$ cat src/rtl/dpa_pkg.sv
package dpa_pkg;

    localparam int NPORT = 2;

    typedef enum logic {
        ARB_FIXED = 1'b0,
        ARB_ROUND = 1'b1
    } arb_mode_e;

    typedef logic port_id_t;

    typedef struct packed {
        logic     busy;
        port_id_t owner;
        port_id_t last;
    } slot_state_t;

    // Winner among requesting ports; valid only when hit is non-zero.
    function automatic port_id_t pick_port(input logic [NPORT-1:0] hit,
                                           input arb_mode_e       mode,
                                           input port_id_t        last);
        if (&hit) begin
            return (mode == ARB_ROUND) ? ~last : 1'b0;
        end
        return hit[1];
    endfunction

endpackage

$ cat src/rtl/dpa_req_decode.sv
module dpa_req_decode
    import dpa_pkg::*;
#(
    parameter int NUM_BANKS = 3,
    parameter int BIDX_W    = 2
) (
    input  logic [NPORT-1:0]                          p_req,
    input  logic [NPORT-1:0][BIDX_W-1:0]              p_bank,
    output logic [NUM_BANKS-1:0][NPORT-1:0]           hit
);

    for (genvar b = 0; b < NUM_BANKS; b++) begin : g_bank
        for (genvar p = 0; p < NPORT; p++) begin : g_port
            assign hit[b][p] = p_req[p] && (p_bank[p] == BIDX_W'(b));
        end
    end

endmodule

$ cat src/rtl/dpa_bank_slot.sv
module dpa_bank_slot
    import dpa_pkg::*;
#(
    parameter int ADDR_W = 32
) (
    input  logic                          clk,
    input  logic                          rst,
    input  arb_mode_e                     mode,
    input  logic [NPORT-1:0]              hit,
    input  logic [NPORT-1:0][ADDR_W-1:0]  p_addr,
    input  logic                          done,
    output logic [NPORT-1:0]              grant,
    output logic                          busy,
    output port_id_t                      owner,
    output logic [ADDR_W-1:0]             addr_q
);

    slot_state_t st;
    logic        free;
    port_id_t    win;

    always_comb begin
        free  = !st.busy && !rst;
        win   = pick_port(hit, mode, st.last);
        grant = '0;
        if (free && (|hit)) begin
            grant[win] = 1'b1;
        end
    end

    always_ff @(posedge clk) begin
        if (rst) begin
            st     <= '{busy: 1'b0, owner: 1'b0, last: 1'b1};
            addr_q <= '0;
        end else if (st.busy) begin
            if (done) begin
                st.busy <= 1'b0;
            end
        end else if (|hit) begin
            st.busy  <= 1'b1;
            st.owner <= win;
            addr_q   <= p_addr[win];
            if (&hit) begin
                st.last <= win;
            end
        end
    end

    assign busy  = st.busy;
    assign owner = st.owner;

endmodule

$ cat src/rtl/dpa_grant_collect.sv
module dpa_grant_collect
    import dpa_pkg::*;
#(
    parameter int NUM_BANKS = 3
) (
    input  logic [NUM_BANKS-1:0][NPORT-1:0] bank_grant,
    input  logic [NPORT-1:0]                p_req,
    output logic [NPORT-1:0]                p_gnt,
    output logic [NPORT-1:0]                p_wait
);

    always_comb begin
        p_gnt = '0;
        for (int b = 0; b < NUM_BANKS; b++) begin
            p_gnt = p_gnt | bank_grant[b];
        end
        p_wait = p_req & ~p_gnt;
    end

endmodule

$ cat src/rtl/dual_port_bank_arbiter.sv
module dual_port_bank_arbiter
    import dpa_pkg::*;
#(
    parameter int NUM_BANKS = 3,
    parameter int ADDR_W    = 32,
    parameter int BIDX_W    = (NUM_BANKS > 1) ? $clog2(NUM_BANKS) : 1
) (
    input  logic                              clk,
    input  logic                              rst,
    input  logic                              arb_mode,
    input  logic [NPORT-1:0]                  p_req,
    input  logic [NPORT-1:0][BIDX_W-1:0]      p_bank,
    input  logic [NPORT-1:0][ADDR_W-1:0]      p_addr,
    output logic [NPORT-1:0]                  p_gnt,
    output logic [NPORT-1:0]                  p_wait,
    output logic [NUM_BANKS-1:0]              bank_req,
    output logic [NUM_BANKS-1:0]              bank_sel,
    output logic [NUM_BANKS-1:0][ADDR_W-1:0]  bank_addr,
    input  logic [NUM_BANKS-1:0]              bank_done
);

    arb_mode_e                       mode;
    logic [NUM_BANKS-1:0][NPORT-1:0] hit;
    logic [NUM_BANKS-1:0][NPORT-1:0] bgrant;

    assign mode = arb_mode_e'(arb_mode);

    dpa_req_decode #(
        .NUM_BANKS (NUM_BANKS),
        .BIDX_W    (BIDX_W)
    ) u_decode (
        .p_req  (p_req),
        .p_bank (p_bank),
        .hit    (hit)
    );

    for (genvar b = 0; b < NUM_BANKS; b++) begin : g_slot
        dpa_bank_slot #(
            .ADDR_W (ADDR_W)
        ) u_slot (
            .clk    (clk),
            .rst    (rst),
            .mode   (mode),
            .hit    (hit[b]),
            .p_addr (p_addr),
            .done   (bank_done[b]),
            .grant  (bgrant[b]),
            .busy   (bank_req[b]),
            .owner  (bank_sel[b]),
            .addr_q (bank_addr[b])
        );
    end

    dpa_grant_collect #(
        .NUM_BANKS (NUM_BANKS)
    ) u_collect (
        .bank_grant (bgrant),
        .p_req      (p_req),
        .p_gnt      (p_gnt),
        .p_wait     (p_wait)
    );

endmodule

$ cat config.mk
export PLATFORM = sky130hd
export DESIGN_NAME = dual_port_bank_arbiter
export DESIGN_NICKNAME = d
export VERILOG_FILES = /design/src/rtl/dpa_pkg.sv /design/src/rtl/dpa_req_decode.sv /design/src/rtl/dpa_bank_slot.sv /design/src/rtl/dpa_grant_collect.sv /design/src/rtl/dual_port_bank_arbiter.sv
export SDC_FILE = /design/constraint.sdc
export NUM_CORES = 1
export LEC_CHECK = 0
export BUFFER_PORTS_ARGS = -buffer_cell sky130_fd_sc_hd__buf_2
export CAP_MARGIN = 0
export CORE_MARGIN = 2
export CORE_UTILIZATION = 44
export DETAILED_ROUTE_END_ITERATION = 16
export PLACE_DENSITY = 0.76
export SLEW_MARGIN = 10
export SYNTH_ARGS = -nofsm -noshare
export SYNTH_HDL_FRONTEND = slang
export SYNTH_SLANG_ARGS = --single-unit
$ cat constraint.sdc
create_clock -name clk -period 1.55 [get_ports clk]
set_input_delay 0.0775 -clock clk [delete_from_list [all_inputs] [get_ports clk]]
set_output_delay 0.0775 -clock clk [all_outputs]
set_load 0.02 [all_outputs]
# ---- After elaboration in Yosys (flattened, before gate mapping)
# Index checks and enable logic that the tools add are counted.
dict set report op_classes {
  addsub 0
  mul 0
  div_mod_pow 0
  n_lt_le_gt_ge 6
  eq_ne 4
  shift 0
  mux 39
  n_bitwise 10
  reduce_logical 33
}
# operator n
set ops {}
lappend ops {{2-to-1 mux 32 bit} 6}
lappend ops {{2-to-1 mux 1 bit} 24}
lappend ops {{logical AND 1 bit} 15}
lappend ops {{AND reduction 2 bit} 6}
lappend ops {{AND reduction 4 bit} 3}
lappend ops {{2-to-1 mux 3 bit} 3}
lappend ops {{< comparator 1 x 2 -> 1 bit, second input constant} 3}
lappend ops {{2-to-1 mux 2 bit} 3}
lappend ops {{NOT 1 bit} 6}
lappend ops {{OR reduction 2 bit} 3}
lappend ops {{equality test 2 x 1 -> 1 bit, second input constant} 2}
lappend ops {{equality test 2 bit, second input constant} 2}
lappend ops {{zero test 1 bit} 4}
lappend ops {{zero test 2 bit} 2}
lappend ops {{bitwise OR 2 bit} 2}
lappend ops {{demux 1 bit (select 1 bit)} 3}
lappend ops {{greater-or-equal comparator 1 bit, second input constant} 3}
lappend ops {{bitwise AND 2 bit} 1}
lappend ops {{NOT 2 bit} 1}
dict set report word_totals {
  register_bits 105
  latch_bits 0
  ram_bits 0
  rom_bits 0
  inputBits 76
  out_inout_bits 106
  elab_cells 104
  n_memories 0
}

# ---- Longest topological paths before layout
dict set report depth {
  depth_word 14
  depth_mapped 6
  depth_no_buf 3
}

# ---- Hierarchy
# A second synthesis with hierarchy kept.
dict set report hier_totals {
  hier_cells 391
  hier_area_um2 4508.1
}
# module instances cells_each area_each_um2
set modules_own_cells {}
lappend modules_own_cells {dpa_bank_slot 3 127 1472.7}
lappend modules_own_cells {dpa_req_decode 1 6 60.1}
lappend modules_own_cells {dpa_grant_collect 1 4 30.0}

# ---- Worst setup path before layout
# Ideal clock, no wire load.
dict set report synth_timing {
  path_type {input-to-output}
  startpoint {in p_bank[3] in the netlist's numbering}
  endpoint {out p_wait[0]}
  arrival_ns 1.899
  t_required_ns 1.472
  slack_ns -0.426
  stages 6
  path_buffers 3
  path_cell_list {clkbuf_2 or3b_4 o211a_1 buf_6 buf_8 nor4b_1}
}
dict set report synth_via {
  elab_chain_len 14
}
# element line
set synth_lines {}
lappend synth_lines {{start: declaration} dual_port_bank_arbiter.sv:12} ;# input logic [NPORT-1:0][BIDX_W-1:0] p_bank,
lappend synth_lines {{equality test 2 x 1 -> 1 bit or zero test 2 bit (tied branches)} dpa_req_decode.sv:14} ;# assign hit[b][p] = p_req[p] && (p_bank[p] == BIDX_W'(b));
lappend synth_lines {{logical AND 1 bit} dpa_req_decode.sv:14}
lappend synth_lines {{AND reduction 2 bit} dpa_pkg.sv:22} ;# if (&hit) begin
lappend synth_lines {{2-to-1 mux 1 bit} dpa_pkg.sv:22}
lappend synth_lines {{2-to-1 mux 1 bit} dpa_pkg.sv:25} ;# return hit[1];
lappend synth_lines {{< comparator 1 x 2 -> 1 bit (not written as such) or greater-or-equal comparator 1 bit (tied branches)} dpa_bank_slot.sv:27} ;# grant[win] = 1'b1;
lappend synth_lines {{logical AND 1 bit (not written as such)} dpa_bank_slot.sv:27}
lappend synth_lines {{2-to-1 mux 1 bit (not written as such)} dpa_bank_slot.sv:27}
lappend synth_lines {{demux 1 bit (select 1 bit)} --}
lappend synth_lines {{2-to-1 mux 2 bit} dpa_bank_slot.sv:26} ;# if (free && (|hit)) begin
lappend synth_lines {{bitwise OR 2 bit} dpa_grant_collect.sv:15} ;# p_gnt = p_gnt | bank_grant[b];
lappend synth_lines {{bitwise OR 2 bit (*)} dpa_grant_collect.sv:15}
lappend synth_lines {{NOT 2 bit (*)} dpa_grant_collect.sv:17} ;# p_wait = p_req & ~p_gnt;
lappend synth_lines {{bitwise AND 2 bit (*)} dpa_grant_collect.sv:17}
lappend synth_lines {{end: declaration} dual_port_bank_arbiter.sv:15} ;# output logic [NPORT-1:0] p_wait,
# Every way passes the cells marked *; elsewhere a longest branch is shown, timed or not.

# ---- Worst setup path after layout
dict set report layout_timing {
  startpoint {reg g_slot[0].u_slot.st[0] in the netlist's numbering}
  endpoint {out p_wait[0]}
}
dict set report layout_via {
  elab_chain_len 13
}
# element line
set layout_lines {}
lappend layout_lines {{start: declaration} dpa_bank_slot.sv:18} ;# slot_state_t st;
lappend layout_lines {{start signal: assignment} dpa_bank_slot.sv:33} ;# st <= '{busy: 1'b0, owner: 1'b0, last: 1'b1};
lappend layout_lines {{NOT 1 bit (*)} dpa_pkg.sv:23} ;# return (mode == ARB_ROUND) ? ~last : 1'b0;
lappend layout_lines {{2-to-1 mux 1 bit (*)} dpa_pkg.sv:23}
lappend layout_lines {{2-to-1 mux 1 bit (*)} dpa_pkg.sv:22}
lappend layout_lines {{2-to-1 mux 1 bit (*)} dpa_pkg.sv:25}
lappend layout_lines {{< comparator 1 x 2 -> 1 bit (not written as such) or greater-or-equal comparator 1 bit (tied branches)} dpa_bank_slot.sv:27}
lappend layout_lines {{logical AND 1 bit (not written as such)} dpa_bank_slot.sv:27}
lappend layout_lines {{2-to-1 mux 1 bit (not written as such)} dpa_bank_slot.sv:27}
lappend layout_lines {{demux 1 bit (select 1 bit) (*)} --}
lappend layout_lines {{2-to-1 mux 2 bit (*)} dpa_bank_slot.sv:26}
lappend layout_lines {{bitwise OR 2 bit (*) (2 in series)} dpa_grant_collect.sv:15}
lappend layout_lines {{NOT 2 bit (*)} dpa_grant_collect.sv:17}
lappend layout_lines {{bitwise AND 2 bit (*)} dpa_grant_collect.sv:17}
# Every way passes the cells marked *; elsewhere a longest branch is shown, timed or not. The select of a mux whose other input is x is not followed.

==> reports/qor.txt <==
Crit path arrival time = 1.79 ns
Reg2reg end = g_slot[0].u_slot.addr_q[30]$_SDFFE_PP0P_
Pre-CTS WS = -0.105 ns
Root Driver = clkbuf_8
Critical path class = register to output pin
Initial antenna violation count = 0
DR vias = 5251
Final std cells w/o fill = 808
Met1 GRT Util = 37.4%
Routed len/inst = 23.1 um
Fin nets = 743
Status = finished with violations
Slowest stage delay, CP = 0.34 ns
N_diodes = 0
Min cycle time layout = 1.87 ns
Drt total wl = 18700 um
Failing checks = setup timing
Area of the core = 10300 sq um
I/O Buffers = 181
H-tree depth = 3
Layout area overhead = 60.3%
Final worst slack = -0.321 ns
Share of power burned in registers = 47.7%
Num rows = 37
Distinct cells, synth = 30
Crit start category = register
Crit path from = g_slot[0].u_slot.st[0]$_SDFFE_PP1P_
Hold path cells = 2
GRT Resource Usage Total = 29.9%
GP Congestion = 0.820
Endpoints failing setup = 62
Pwr Total = 0.00616 W
Synth Net Count = 489
Slowest cell on crit path = dfxtp_2
Die Y = 107 um
Clk sinks = 105
Leading area contributor after synthesis = dfxtp_1
Grt ovf = 0
Drt first-iter violations = 563
Global-route wire length before repair = 27100 um
Critical path peak fanout = 3
Hold Path Class = input port to register
Max-slew violation total from the final report = 0
HP Start = rst
Met3 Usage GRT = 7.63%
Cell count after synthesis = 413
Share of the synthesized area in the top cell type = 44.8%
Avg Cell Area, Syn = 11.4 sq um
DRT Pass-1 Iters = 5
Final Core Density = 72.8%
Sequential area share after synthesis = 44.8%
Maximum vdd ir drop = 0.590 mV
Mapped Area = 4690 sq um
Combinational share of power = 23.1%
Crit-path cells = or2b_4, o211a_4, buf_12, nor4b_4, buf_4
Met2 capacity usage during global routing = 50.0%
Worst path required time = 1.47 ns
Skew-Pair Late Insertion Delay = 0.38 ns
Fmax = 535 MHz
Chip width = 107 um
Async S/R FF share, synth = 0%
Hold Vio Cnt, Final = 0
Worst setup EP type = output pin
Most frequent cells in the layout = 176 x buf_2, 100 x dfxtp_1, 96 x a221o_1
Top cells by area, synth = dfxtp_1 45%, a221o_1 20%, nor4b_1 18%, clkbuf_1 2.9%, a2111oi_4 1.8%
Largest net degree at the start of global routing = 60
CTS tree = done
Least-Margin Pin Slew = 0.624 ns
Crit-path leading delay family = simple AND/OR/NAND/NOR gates
Worst-path clk slew = 0.10 ns
Vias in the first global route = 5160
P_leak = 3.19 nW
Initial Util = 45.4%
P per Cell Area = 820 nW/um^2
Most common cell after layout, fill and taps aside = buf_2
Detail Route Antenna Nets = 0
Rel. slew slack = 58.4%
Clk buf depth = 2
Register bit total from synthesis = 105
Psw = 0.00188 W
Reg-to-Reg Start = g_slot[0].u_slot.st[0]$_SDFFE_PP1P_
Die area = 11500 sq um
R2R cell count = 6
Period utilisation layout = 121%
Max-cap check violation count = 0
Number of synthesized flops with an enable pin = 0
Most used routing layer = met2
DP Wirelength = 10600 um
DRC Markers = 0
Reg2reg setup slack = -0.31 ns
Ports = 182
Hold Path End = g_slot[1].u_slot.st[0]$_SDFFE_PP1P_
Num CTS Buffers = 9
Yosys warning count = 0
Share of cells above drive strength 1 = 46.0%
Switching share of power = 30.4%
DP Cell Count = 709
Via density = 6.50
Worst clock skew = 0.0124 ns
RSZ-0062 raised after global routing = true
TNS Setup = -5.42 ns
Pint = 0.00429 W
Crit path buf inv count = 2
Clock network power share = 29.2%
Primary FF master, synth = dfxtp_1
[metal layers]
layer  up-vias  wire length (um)
met5         -                 0
met4         0               496
met3        51              1740
met2       348              9060
met1      2599              7410
li1       2253                 -
[cell families after synthesis]
| family | after synthesis | share of synthesized area [%] |
|---|---|---|
| compound gates | 111 | 24.6 |
| buf+inv | 64 | 6.93 |
| flops | 105 | 44.8 |
| simple gates | 133 | 23.7 |
[layout make-up]
class                   count  area, sq um
fillers                   676         2800
multi-input cells         244         2650
repair buffers            307         2390
flip-flops and latches    105         2110
well taps                 136          170
clock buffers               9          124
clock inverters             7         81.3
[power by group through the flow]
stage          logic (W)  clock network (W)  registers, W
6_report         0.00142            0.00180       0.00294
5_1_grt          0.00149            0.00193       0.00296
3_5_place_dp     0.00111                  0       0.00300
4_1_cts          0.00129            0.00178       0.00294
2_1_floorplan   0.000448                  0       0.00316
3_3_place_gp     0.00109                  0       0.00299
[cell usage after synthesis, types with 2 or more instances]
cell type / n
nor4b_2: 2
nor3_1: 6
clkbuf_1: 36
a221o_2: 3
dfxtp_1: 105
a2111oi_4: 3
buf_4: 6
a211oi_1: 3
and3b_1: 2
and4bb_2: 2
nor3b_1: 2
nand2_1: 3
and3b_2: 2
o211a_1: 3
nand2b_1: 2
a21o_1: 3
nand3b_1: 2
clkbuf_2: 2
buf_8: 3
nor2_1: 6
nor4b_1: 98
a221o_1: 96
buf_2: 15
nor4bb_1: 2
[sequential cells by signal, summed over array words and instances (netlist names)]
name / flops
g_slot.u_slot.addr_q: 96
g_slot.u_slot.busy: 3
g_slot.u_slot.owner: 3
g_slot.u_slot.st: 3
[stage by stage]
| step | instance area, sq um | hold WS (ns) |
|---|---|---|
| finish | 7520 | 0.0805 |
| global route | 7520 | 0.0687 |
| CTS | 7060 | 0.0590 |
| detailed placement | 5940 | 0.276 |
| global placement | 5940 | 0.271 |
| floorplan | 4740 | 0.181 |
[worst max path at each step]
stage | depth (start not counted) | slack (ns) | end
after global routing | 5 | -0.35 | p_wait[0]
after global placement | 5 | -0.08 | p_wait[0]
after floorplan | 5 | -0.13 | p_wait[0]
after detailed placement | 5 | -0.10 | p_wait[0]
final | 5 | -0.32 | p_wait[0]
after CTS | 5 | -0.32 | p_wait[0]
[what timing repair did]
item / 4_1_cts / 5_1_grt
setup endpoints to repair: 56 / 78
gates resized for setup: 39 / 54
cloned: 2 / 6
pin swaps: 7 / 15
hold buffers: 67 / 0
buffers inserted: 9 / 6
endpoints found under the hold margin: 99 / 0
Power figures use the tool's default switching activity.
